`config.mk`:
```
export PLATFORM = sky130hd
export DESIGN_NAME = rst_seq_ctrl
export DESIGN_NICKNAME = d
export VERILOG_FILES = /design/src/rtl/rst_seq_pkg.sv /design/src/rtl/rst_seq_sync.sv /design/src/rtl/rst_seq_fsm.sv /design/src/rtl/rst_seq_regs.sv /design/src/rtl/rst_seq_ctrl.sv
export SDC_FILE = /design/constraint.sdc
export NUM_CORES = 1
export LEC_CHECK = 0
export BUFFER_PORTS_ARGS = -buffer_cell sky130_fd_sc_hd__buf_4
export CAP_MARGIN = 20
export CORE_AREA = 2 2 74 58
export DETAILED_ROUTE_END_ITERATION = 8
export DIE_AREA = 0 0 76 60
export PLACE_DENSITY = 0.76
export SYNTH_ARGS = -nofsm -noshare
export SYNTH_HDL_FRONTEND = slang
export SYNTH_HIERARCHICAL = 1
export SYNTH_SLANG_ARGS = --single-unit
```
`constraint.sdc`:
```
create_clock -name clk_i -period 2.3 [get_ports clk_i]
set_input_delay 0.115 -clock clk_i [delete_from_list [all_inputs] [get_ports clk_i]]
set_output_delay 0.115 -clock clk_i [all_outputs]
set_load 0.05 [all_outputs]
```
`src/rtl/rst_seq_pkg.sv`:
```
package rst_seq_pkg;
  typedef enum logic [2:0] {ST_OFF, ST_DLY, ST_PF, ST_REQ, ST_RUN} seq_state_e;

  localparam int REG_W      = 8;
  localparam int N_REQ      = 3;
  localparam int REQ_PIN    = 0;
  localparam int REQ_WDT    = 1;
  localparam int REQ_SW     = 2;
  localparam int FLAG_PIN   = 0;
  localparam int FLAG_POR   = 1;
  localparam int FLAG_WDT   = 2;
  localparam int FLAG_SW    = 3;
  localparam int MONDIS_BIT = 5;
  localparam int ADDR_SRC   = 0;
  localparam int ADDR_PMODE = 1;
  localparam logic [REG_W-1:0] POR_MASK = REG_W'(1) << FLAG_POR;

  typedef struct packed {
    logic cold;   // load power-on flag, re-enable monitor
    logic load;   // replace flags with request sources
    logic merge;  // OR request sources into flags
    logic wr_ok;  // register writes allowed
  } reg_ctl_t;
endpackage

```
`src/rtl/rst_seq_sync.sv`:
```
module rst_seq_sync #(
  parameter int WIDTH  = 2,
  parameter int STAGES = 2
) (
  input  logic             clk_i,
  input  logic             rst_ni,
  input  logic [WIDTH-1:0] d_i,
  output logic [WIDTH-1:0] q_o
);
  for (genvar g = 0; g < WIDTH; g++) begin : g_bit
    logic [STAGES-1:0] ff_q;
    always_ff @(posedge clk_i or negedge rst_ni) begin
      if (!rst_ni) ff_q <= '0;
      else         ff_q <= {ff_q[STAGES-2:0], d_i[g]};
    end
    assign q_o[g] = ff_q[STAGES-1];
  end
endmodule

```
`src/rtl/rst_seq_fsm.sv`:
```
module rst_seq_fsm import rst_seq_pkg::*; #(
  parameter int POR_DLY_CYC = 1000000
) (
  input  logic             clk_i,
  input  logic             rst_ni,
  input  logic             por_ok_i,
  input  logic             pf_ok_i,
  input  logic [N_REQ-1:0] req_i,
  input  logic             mon_dis_i,
  output reg_ctl_t         ctl_o,
  output logic             rst_no
);
  localparam int CNT_W = (POR_DLY_CYC > 1) ? $clog2(POR_DLY_CYC) : 1;
  localparam logic [CNT_W-1:0] CNT_LAST = CNT_W'(POR_DLY_CYC - 1);

  seq_state_e       state_q, state_d;
  logic [CNT_W-1:0] cnt_q, cnt_d;
  logic             full_q, full_d;
  logic             rst_q;
  logic             any_req;

  assign any_req = |req_i;

  always_comb begin
    state_d = state_q;
    cnt_d   = cnt_q;
    full_d  = full_q;
    ctl_o   = '0;
    if (!por_ok_i) begin
      state_d    = ST_OFF;
      full_d     = 1'b0;
      ctl_o.cold = 1'b1;
    end else if (!mon_dis_i && !pf_ok_i) begin
      state_d    = ST_PF;
      full_d     = 1'b0;
      ctl_o.cold = 1'b1;
    end else begin
      unique case (state_q)
        ST_OFF: begin
          state_d = ST_DLY;
          cnt_d   = '0;
        end
        ST_DLY: begin
          if (cnt_q == CNT_LAST) state_d = ST_RUN;
          else                   cnt_d   = cnt_q + CNT_W'(1);
        end
        ST_PF: state_d = ST_RUN;
        ST_REQ: begin
          if (any_req) begin
            ctl_o.merge = !full_q;
          end else if (full_q) begin
            state_d = ST_DLY;
            cnt_d   = '0;
            full_d  = 1'b0;
          end else begin
            state_d = ST_RUN;
          end
        end
        ST_RUN: begin
          if (any_req) begin
            state_d = ST_REQ;
            if (mon_dis_i) begin
              ctl_o.cold = 1'b1;
              full_d     = 1'b1;
            end else begin
              ctl_o.load = 1'b1;
            end
          end else begin
            ctl_o.wr_ok = 1'b1;
          end
        end
        default: state_d = ST_OFF;
      endcase
    end
  end

  always_ff @(posedge clk_i or negedge rst_ni) begin
    if (!rst_ni) begin
      state_q <= ST_OFF;
      cnt_q   <= '0;
      full_q  <= 1'b0;
      rst_q   <= 1'b1;
    end else begin
      state_q <= state_d;
      cnt_q   <= cnt_d;
      full_q  <= full_d;
      rst_q   <= (state_d != ST_RUN);
    end
  end

  assign rst_no = !rst_q;
endmodule

```
`src/rtl/rst_seq_regs.sv`:
```
module rst_seq_regs import rst_seq_pkg::*; #(
  parameter int ADDR_W = 2
) (
  input  logic              clk_i,
  input  logic              rst_ni,
  input  reg_ctl_t          ctl_i,
  input  logic [N_REQ-1:0]  src_i,
  input  logic              we_i,
  input  logic [ADDR_W-1:0] addr_i,
  input  logic [REG_W-1:0]  wdata_i,
  output logic [REG_W-1:0]  rdata_o,
  output logic [REG_W-1:0]  flags_o,
  output logic              mon_dis_o
);
  logic [REG_W-1:0] flags_q, src_flags, pmode_view, rd_d, rdata_q;
  logic             mon_q;
  logic             pmode_hit;
  wire              unused_wdata = ^wdata_i;

  always_comb begin
    src_flags           = '0;
    src_flags[FLAG_PIN] = src_i[REQ_PIN];
    src_flags[FLAG_WDT] = src_i[REQ_WDT];
    src_flags[FLAG_SW]  = src_i[REQ_SW];
  end

  assign pmode_view = REG_W'(mon_q) << MONDIS_BIT;
  assign pmode_hit  = (addr_i == ADDR_W'(ADDR_PMODE));

  always_comb begin
    if (addr_i == ADDR_W'(ADDR_SRC)) rd_d = flags_q;
    else if (pmode_hit)              rd_d = pmode_view;
    else                             rd_d = '0;
  end

  always_ff @(posedge clk_i or negedge rst_ni) begin
    if (!rst_ni) begin
      flags_q <= POR_MASK;
      mon_q   <= 1'b0;
      rdata_q <= '0;
    end else begin
      rdata_q <= rd_d;
      if (ctl_i.cold) begin
        flags_q <= POR_MASK;
        mon_q   <= 1'b0;
      end else if (ctl_i.load) begin
        flags_q <= src_flags;
      end else if (ctl_i.merge) begin
        flags_q <= flags_q | src_flags;
      end else if (ctl_i.wr_ok && we_i && pmode_hit) begin
        mon_q <= wdata_i[MONDIS_BIT];
      end
    end
  end

  assign rdata_o   = rdata_q;
  assign flags_o   = flags_q;
  assign mon_dis_o = mon_q;
endmodule

```
`src/rtl/rst_seq_ctrl.sv`:
```
module rst_seq_ctrl import rst_seq_pkg::*; #(
  parameter int POR_DLY_CYC = 1000000,
  parameter int SYNC_STAGES = 2,
  parameter int ADDR_W      = 2
) (
  input  logic              clk_i,
  input  logic              rst_ni,
  input  logic              por_ok_i,
  input  logic              pfail_ok_i,
  input  logic              pin_rst_i,
  input  logic              wdt_rst_i,
  input  logic              sw_rst_i,
  input  logic              reg_we_i,
  input  logic [ADDR_W-1:0] reg_addr_i,
  input  logic [REG_W-1:0]  reg_wdata_i,
  output logic [REG_W-1:0]  reg_rdata_o,
  output logic              sys_rst_no
);
  logic [1:0]       cmp_s;
  logic [N_REQ-1:0] req;
  reg_ctl_t         ctl;
  logic             mon_dis;
  logic [REG_W-1:0] flags;

  always_comb begin
    req          = '0;
    req[REQ_PIN] = pin_rst_i;
    req[REQ_WDT] = wdt_rst_i;
    req[REQ_SW]  = sw_rst_i;
  end

  rst_seq_sync #(.WIDTH(2), .STAGES(SYNC_STAGES)) u_sync (
    .clk_i (clk_i),
    .rst_ni(rst_ni),
    .d_i   ({pfail_ok_i, por_ok_i}),
    .q_o   (cmp_s)
  );

  rst_seq_fsm #(.POR_DLY_CYC(POR_DLY_CYC)) u_fsm (
    .clk_i    (clk_i),
    .rst_ni   (rst_ni),
    .por_ok_i (cmp_s[0]),
    .pf_ok_i  (cmp_s[1]),
    .req_i    (req),
    .mon_dis_i(mon_dis),
    .ctl_o    (ctl),
    .rst_no   (sys_rst_no)
  );

  rst_seq_regs #(.ADDR_W(ADDR_W)) u_regs (
    .clk_i    (clk_i),
    .rst_ni   (rst_ni),
    .ctl_i    (ctl),
    .src_i    (req),
    .we_i     (reg_we_i),
    .addr_i   (reg_addr_i),
    .wdata_i  (reg_wdata_i),
    .rdata_o  (reg_rdata_o),
    .flags_o  (flags),
    .mon_dis_o(mon_dis)
  );
endmodule

```
Yosys cells after proc, flatten, opt, wreduce, memory -nomap -nowiden
Cells that the tools add are included.
{ "classes": {"add_sub_neg": 1, "multipliers": 0, "div_mod_pow": 0, "magnitude_cmp": 0, "eq_ne": 16, "n_shift": 0, "muxes": 38, "n_bitwise": 2, "n_reduce_logical": 16} }
{ "ops": {"columns": ["cell", "count"], "rows": [
  ["2-to-1 mux 20 bit", 3],
  ["case mux 20 bit (3 select lines)", 1],
  ["2-to-1 mux 8 bit", 4],
  ["2-to-1 mux 3 bit", 8],
  ["adder 20 x 1 -> 20 bit, second input constant", 1],
  ["== test 20 bit, second input constant", 1],
  ["2-to-1 mux 1 bit", 17],
  ["case mux 3 bit (5 select lines)", 1],
  ["inequality test 4 x 2 -> 1 bit, second input constant", 2],
  ["bitwise OR 8 x 4 -> 8 bit", 1],
  ["== test 3 x 2 -> 1 bit, second input constant", 2],
  ["2-to-1 mux 6 bit", 1],
  ["inequality test 2 x 1 -> 1 bit, second input constant", 3],
  ["AND reduction 6 bit", 1],
  ["nonzero test 3 bit", 2],
  ["logical NOT 1 bit", 4],
  ["2-to-1 mux 2 bit", 2],
  ["inequality test 2 bit, second input constant", 2],
  ["inequality test 4 x 1 -> 1 bit, second input constant", 1],
  ["inequality test 4 bit, second input constant", 1],
  ["AND reduction 4 bit", 1],
  ["== test 3 x 1 -> 1 bit, second input constant", 1],
  ["== test 3 bit, second input constant", 1],
  ["logical AND 1 bit", 3],
  ["other kinds (9)", 9]
]} }
{ "word_totals": {"ff_bits": 46, "latchBits": 0, "ram_bits": 0, "romBits": 0, "in_bits": 18, "elab_cells": 82, "memories": 0} }

Logic depth before layout (Yosys ltp)
Gate-level depths: netlist (run 1).
{ "depth": {"depth_word": 11, "mapped_depth": 7} }

Hierarchy
The synthesis (run 1) kept the hierarchy.
{ "by_module_without_submodules": {"columns": ["mod", "n_inst", "cells_each", "area_per_inst_um2", "seq_area_each_um2"], "rows": [
  ["rst_seq_fsm", 1, 166, 1456.4, 626.9],
  ["rst_seq_regs", 1, 40, 457.9, 276.5],
  ["rst_seq_sync", 1, 6, 115.1, 100.1]
]} }

Worst setup path after synthesis (run 1)
No wires, ideal clock.
{ "synth_path": {"path_kind": "flip-flop to flip-flop", "start": "register u_sync.g_bit[1].ff_q[1]", "end": "register u_fsm.cnt_q[18]", "setup_time_ns": 0.130, "t_arrival_ns": 1.520, "required_time_ns": 2.170, "setup_slack_ns": 0.651, "stages_incl_launch_ff": 8, "path_buffers": 2, "synth_period_minus_slack_ns": 1.649, "path_cell_list": "dfrtp_1 -> buf_4 -> o21ai_1 -> nor2_1 -> nand2_1 -> a21oi_2 -> buf_4 -> a21oi_1"} }
{ "synth_via": {"elab_chain_cells": 4} }
{ "synth_lines": {"columns": ["item", "line_no", "source"], "rows": [
  ["start: declaration", "rst_seq_sync.sv:11", "logic [STAGES-1:0] ff_q;"],
  ["start signal: assignment", "rst_seq_sync.sv:14", "else ff_q <= {ff_q[STAGES-2:0], d_i[g]};"],
  ["logical NOT 1 bit", "rst_seq_fsm.sv:33", "end else if (!mon_dis_i && !pf_ok_i) begin"],
  ["logical AND 1 bit", "rst_seq_fsm.sv:33", null],
  ["inverter 1 bit (no line)", null, null],
  ["AND reduction 6 bit (no line)", null, null],
  ["end signal: assignment", "rst_seq_fsm.sv:85", "cnt_q <= cnt_d;"],
  ["end: declaration", "rst_seq_fsm.sv:17", "logic [CNT_W-1:0] cnt_q, cnt_d;"]
]} }
No other way between the ends.
A chain may end at the register's enable or synchronous reset.

Worst setup path after layout (run 1)
{ "layout_path": {"start": "register u_regs.mon_q, in the netlist u_regs/mon_dis_o", "end": "register u_fsm.cnt_q[17]"} }
{ "layout_via": {"elab_chain_cells": 4} }
{ "layout_lines": {"columns": ["item", "line_no", "source"], "rows": [
  ["start: declaration", "rst_seq_regs.sv:16", "logic mon_q;"],
  ["start signal: assignment", "rst_seq_regs.sv:51", "mon_q <= wdata_i[MONDIS_BIT];"],
  ["logical NOT 1 bit", "rst_seq_fsm.sv:33", null],
  ["logical AND 1 bit", "rst_seq_fsm.sv:33", null],
  ["inverter 1 bit (no line)", null, null],
  ["AND reduction 6 bit (no line)", null, null]
]} }
No other way between the ends.

==> out/metrics.csv, run 1 <==
metric,value,unit
outcome,completed,
hold path cells,3,
post-synthesis cell area,0.00200,sq mm
die area,0.00456,sq mm
largest net degree at the start of global routing,41,
Crit Reg-Reg Endpoint,u_fsm/cnt_q[17],
Worst Skew,0.0112,ns
DR iter-0 viols,157,
max frequency,522,MHz
Starting Density,51.5,%
final worst hold slack,0.0964,ns
headroom to the max-slew limit,57.8,%
Min-Delay Path Class,in2reg,
Die H,60,microns
GP Congestion,0.841,
hold path endpoint,u_regs/mon_dis_o,
placed insts,280,
Pleak,1.02,nW
# clock sinks,40,
WL per Instance,13.8,microns
initial antenna violation count,0,
Mean Syn Cell Area,9.61,sq um
R2R Path Start,u_regs/mon_dis_o,
Die X,76,microns
worst-skew pair later-pin latency,0.29,ns
gr ovfl total,0,
Max Buffers Root-to-Sink,2,
Net Switching,0.000319,W
period utilization,83.3,%
Final HPWL DP,2720,microns
I/O pins,27,
final setup vio count,0,
Placeable Area,0.00388,sq mm
internal power,0.00108,W
n_diodes,0,
"Area growth, synth to finish",17.0,%
Combinational Power Share,8.1,%
Worst Path Max Fanout,7,
final hold vios,0,
Non-Filler Instances,291,
first-pass GRT wire length,6900,microns
FF-to-FF path depth,5,
Worst-Margin Slew,0.629,ns
power density cells,598,mW/mm^2
via/cell ratio,5.64,
post-synthesis net count,227,
H-tree depth,2,
WS Path Type,reg2reg,
total number of vias,1642,
Num CTS Buffers,5,
Seq pwr share,52.3,%
nets,254,
drt drc,0,
final WL,4010,microns
Worst Hold Launch,reg_wdata_i[5],
Resized cells post-CTS,0,
# fillers,335,
Post-Syn Instances,208,
"reg-to-reg slack, setup",0.39,ns
root buf cell,clkbuf_8,
Worst Path Arrival,2.14,ns
VDD IR max,426,uV
FP Rows,20,
RSZ-0062 raised after global routing,no,
"Slew Viols, Final",0,
post-route setup TNS,0,ns
Pre-antenna DRT Iters,4,
worst path required time,2.52,ns
Port Buf Inserts,19,
Yosys warnings,6,
Tot GR Track Use,20.1,%
"Reg clk slew, reported paths",0.08,ns
share of cells above drive strength 1,17.8,%
vias in the first global route,1515,
post-route ant nets,0,
Clock power frac,39.6,%
Critical Path Start Type,flip-flop,
max_cap viols,0,
CTS tree,built,
Crit. End Element,flip-flop,
min cycle time layout,1.91,ns
Final Core Density,60.3,%
sw frac,22.8,%
stage by stage:
stage | total power (W) | setup slack (ns) | area, sq um
after floorplan | 0.000808 | 0.651 | 2000
after global placement | 0.000853 | 0.439 | 2200
after detailed placement | 0.000855 | 0.381 | 2200
after CTS | 0.00142 | 0.413 | 2340
after global routing | 0.00146 | 0.230 | 2340
final | 0.00140 | 0.385 | 2340
critical path, cell delays in order (launching register included):
cell     delay (ns)
dfrtp_1        0.45
o21a_1         0.25
and4b_1        0.37
nand3_1        0.21
or3_1          0.41
a21oi_1        0.15
sequential cells by signal, summed over array words and instances (netlist names):
signal             count
u_fsm/cnt_q           20
u_fsm/full_q           1
u_fsm/rst_q            1
u_fsm/state_q          3
u_regs/flags_o         4
u_regs/mon_dis_o       1
u_regs/rdata_o         6
u_sync/g_bit.ff_q      4
worst max-delay path by stage:
stage,startpoint,to,slack [ns],cells after the start
floorplan,u_sync/g_bit[1].ff_q[1],u_fsm/cnt_q[18],0.65,7
global placement,wdt_rst_i,u_fsm/cnt_q[17],0.44,6
detailed placement,wdt_rst_i,u_fsm/cnt_q[17],0.38,6
CTS,u_regs/mon_dis_o,u_fsm/cnt_q[17],0.41,5
global route,u_regs/mon_dis_o,u_fsm/cnt_q[17],0.23,5
finish,u_regs/mon_dis_o,u_fsm/cnt_q[17],0.39,5
area by class of cell:
cell class                      count  area, sq um  share of cell area (%)
Sequential cell                    40         1000                    42.9
Clock buffer                        6         72.6                    3.10
Tap cell                           55         68.8                    2.94
Inverter                            6         22.5                   0.963
Multi-Input combinational cell    153          912                    39.0
Timing Repair Buffer               29          225                    9.63
Clock inverter                      2         35.0                    1.50
cells in the final DEF, fill, tap and decap left out, types with 3 or more instances in the layout:
cell type	count
dlygate4sd3_1	3
xor2_1	5
nor2_1	13
nand3_1	9
nand4_1	10
nor3_1	4
inv_1	5
and3_1	8
and2_1	6
clkbuf_8	5
o21ai_0	18
a21oi_1	18
nand2_1	14
o31ai_1	3
nor4_1	3
buf_4	26
or3_1	12
dfrtp_1	38
power groups by stage:
stage	clock network, W	logic [W]	registers [W]
finish	0.000554	0.000113	0.000732
global route	0.000601	0.000126	0.000734
CTS	0.000572	0.000114	0.000732
detailed placement	0	0.000110	0.000745
global placement	0	0.000108	0.000745
floorplan	0	0.0000605	0.000747
timing repair:
item | 4_1_cts | 5_1_grt
setup buffers | 0 | 0
hold buffers | 3 | 0
endpoints found under the hold margin | 40 | 0
routing by layer:
| layer | share of wire (%) | up-vias | global-route usage [%] | wire [microns] |
|---|---|---|---|---|
| met1 | 50 | 786 | 26.7 | 2000 |
| met4 | 0.80 | 0 | 7.01 | 32 |
| met3 | 4.6 | 2 | 6.95 | 184 |
| li1 | - | 815 | - | - |
| met2 | 45 | 39 | 31.3 | 1790 |
| met5 | 0 | - | 0 | 0 |
No activity file was read; power rests on OpenSTA's default activity.
==> inputs of run 2 (changes only) <==
--- a/config.mk
+++ b/config.mk
@@ -5,11 +5,12 @@
 export SDC_FILE = /design/constraint.sdc
 export NUM_CORES = 1
 export LEC_CHECK = 0
+export ABC_AREA = 1
 export BUFFER_PORTS_ARGS = -buffer_cell sky130_fd_sc_hd__buf_4
 export CAP_MARGIN = 20
-export CORE_AREA = 2 2 74 58
+export CORE_AREA = 2 2 81 64
 export DETAILED_ROUTE_END_ITERATION = 8
-export DIE_AREA = 0 0 76 60
+export DIE_AREA = 0 0 83 66
 export PLACE_DENSITY = 0.76
 export SYNTH_ARGS = -nofsm -noshare
 export SYNTH_HDL_FRONTEND = slang
==> constraint.sdc (replaced) <==
create_clock -name clk_i -period 1.55 [get_ports clk_i]
set_input_delay 0.0775 -clock clk_i [delete_from_list [all_inputs] [get_ports clk_i]]
set_output_delay 0.0775 -clock clk_i [all_outputs]
set_load 0.05 [all_outputs]
==> run 2 against run 1 <==
Net effect: the run now ends with negative setup slack left; final cell count grew 53%; hold slack got worse by 0.064 ns; clock skew fell by 0.0086 ns; sequential power up 46%; count of clock-buffer cells in the layout unchanged; sequential share of layout area decreased by 11 points; final area grew 35%; wire length up 54%; critical path depth increased by 5; synthesized cell count is 54% higher; worst setup slack got worse by 0.49 ns; core utilization is 6.8 points higher; highest routed layer unchanged.
==> out/metrics.csv, run 2 <==
metric,value,unit,change
outcome,"complete, but fails checks",,was completed
violated checks,negative setup slack,,
CP cell instances,inv_2 > nand3_4 > inv_2 > nand2_4 > nor3_1 > nor2_2 > nand3_1 > nand2_1 > inv_1 > nor2_1,,was o21a_1 > and4b_1 > nand3_1 > or3_1 > a21oi_1
initial antenna violation count,0,,unchanged
GR Layer Usage met3,4.12,%,was 6.95%
Top reg by flops,u_fsm/cnt_q,,unchanged
Yosys warnings,6,,unchanged
Pre-antenna DRT Iters,5,,was 4
# clock sinks,40,,unchanged
post-synthesis net count,339,,was 227
delay of the slowest cell on the worst path,0.45,ns,about the same
GR Layer Usage met2,34.7,%,was 31.3%
post-route ant nets,0,,unchanged
crit-path most repeated cell,inv_2,,
"most common cell after layout, fill and taps aside",nand2_1,,was dfrtp_1
FF-to-FF path depth,10,,was 5
GR peak layer,met2,,unchanged
internal power,0.00156,W,was 0.00108 W
"Reg clk slew, reported paths",0.08,ns,about the same
Pleak,1.45,nW,was 1.02 nW
Seq pwr share,50.5,%,was 52.3%
max frequency,606,MHz,was 522 MHz
Worst Path Arrival,1.85,ns,was 2.14 ns
max_cap viols,0,,unchanged
vias in the first global route,2035,,was 1515
fin area,0.00316,sq mm,was 0.00234 sq mm
share of cells above drive strength 1,33.3,%,was 17.8%
"Slowest-stage cell, CP",dfrtp_2,,was dfrtp_1
most frequent cells in the layout,"84 x nand2_1, 52 x buf_4, 39 x nor2_1",,"was 38 x dfrtp_1, 26 x buf_4, 18 x a21oi_1, 18 x o21ai_0, 14 x nand2_1"
WS Path Type,reg2reg,,unchanged
Max Buffers Root-to-Sink,2,,unchanged
Combinational Power Share,14.9,%,was 8.1%
sw frac,26.6,%,was 22.8%
Min-Delay Path Class,in2reg,,unchanged
"Slew Viols, Final",0,,unchanged
final setup vio count,24,,was 0
Sequential cell area,0.00101,sq mm,was 0.00100 sq mm
first-pass GRT wire length,9400,microns,was 6900 microns
Port Buf Inserts,19,,unchanged
Placeable Area,0.00471,sq mm,was 0.00388 sq mm
Worst Skew,0.00266,ns,was 0.0112 ns
root buf cell,clkbuf_8,,unchanged
global routing met1 resource utilization,30.9,%,was 26.7%
Die X,83,microns,was 76 microns
Num CTS Buffers,5,,unchanged
via/cell ratio,5.19,,was 5.64
Mean Syn Cell Area,7.35,sq um,was 9.61 sq um
hold path cells,3,,unchanged
Final WS setup,-0.101,ns,was 0.385 ns
min cycle time layout,1.65,ns,was 1.91 ns
Placed Area,0.00272,sq mm,was 0.00220 sq mm
CTS tree,built,,unchanged
Die H,66,microns,was 60 microns
worst path required time,1.75,ns,was 2.52 ns
max reg flops,20,,unchanged
VDD IR max,645,uV,was 426 uV
Final Core Density,67.1,%,was 60.3%
Post-Syn Instances,320,,was 208
Final HPWL DP,3940,microns,was 2720 microns
WL per Instance,13.9,microns,was 13.8 microns
worst-skew pair later-pin latency,0.30,ns,was 0.29 ns
Tot GR Track Use,22.0,%,was 20.1%
area occupied by multi-input gates,0.00125,sq mm,was 912 sq um
Critical Path Start Type,flip-flop,,unchanged
period utilization,107,%,was 83.3%
GP Congestion,0.967,,was 0.841
post-synthesis cell area,0.00235,sq mm,was 0.00200 sq mm
power density cells,672,mW/mm^2,was 598 mW/mm^2
n_diodes,0,,unchanged
Net Switching,0.000565,W,was 0.000319 W
"Area growth, synth to finish",34.3,%,was 17.0%
die area,0.00548,sq mm,was 0.00456 sq mm
Clock power frac,34.6,%,was 39.6%
Starting Density,50.0,%,was 51.5%
nets,402,,was 254
# fillers,369,,was 335
RSZ-0062 raised after global routing,yes,,was no
final worst hold slack,0.0319,ns,was 0.0964 ns
Crit. End Element,flip-flop,,unchanged
H-tree depth,2,,unchanged
largest net degree at the start of global routing,41,,unchanged
total number of vias,2306,,was 1642
drt drc,0,,unchanged
gr ovfl total,0,,unchanged
final hold vios,0,,unchanged
Worst Path Max Fanout,4,,was 7
I/O pins,27,,unchanged
FP Rows,22,,was 20
DR iter-0 viols,237,,was 157
final WL,6190,microns,was 4010 microns
## run 2: timing repair
item                                    in CTS  in global routing
gates resized for setup                      6                 38
endpoints found under the setup margin       5                 28
hold endpoints to repair                    40                  0
pin swaps                                    1                 14
hold buffers                                 3                  0
buffers inserted                             3                 12
gates cloned                                 0                  5
## run 2: worst max-delay path: cells and delay by family, from the launching register on
family	cells	cell delay, ns
DFF	1	0.45
and+or+nand+nor	7	0.84
buffers and inverters	3	0.26
## run 2: per-layer routing
metal | share of wire (%) | vias to the layer above
met4 | 1.3 | 0
met2 | 46 | 77
met1 | 47 | 1082
met5 | 0 | -
met3 | 6.0 | 10
li1 | - | 1137
## run 2: path summary, 6_finish.rpt
check                                         from                      end  slack, ns
max                               u_fsm/state_q[2]         u_regs/mon_dis_o      -0.10
min                                      pin_rst_i        u_regs/flags_o[0]       0.03
max reg2reg                       u_fsm/state_q[2]         u_regs/mon_dis_o      -0.10
min reg2reg                u_sync/g_bit[0].ff_q[0]  u_sync/g_bit[0].ff_q[1]       0.35
max in group asynchronous                   rst_ni           u_fsm/cnt_q[6]       0.89
min in group asynchronous                   rst_ni  u_sync/g_bit[0].ff_q[0]       0.29
## run 2: power groups by stage
stage	clock network, W	registers, W	logic, W
6_report	0.000734	0.00107	0.000317
5_1_grt	0.000808	0.00107	0.000339
4_1_cts	0.000759	0.00107	0.000238
3_5_place_dp	0	0.00109	0.000226
3_3_place_gp	0	0.00109	0.000221
2_1_floorplan	0	0.00110	0.000117
## run 2: cell type report
cell class | count | area share, %
clock buffer | 6 | 2.61
clock inverter | 2 | 0.475
inverter | 43 | 5.11
multi-input combinational | 230 | 39.5
sequential | 40 | 31.9
tap | 60 | 2.38
timing repair buffer | 63 | 18.0
## run 2: stage by stage
step	setup slack [ns]	total power (W)	std cells	setup TNS, ns
global route	-0.170	0.00222	444	-2.94
detailed placement	-0.135	0.00132	416	-0.486
CTS	-0.00752	0.00207	430	-0.0122
floorplan	0.0195	0.00122	320	0
finish	-0.101	0.00212	444	-0.981
global placement	-0.0144	0.00131	416	-0.0254
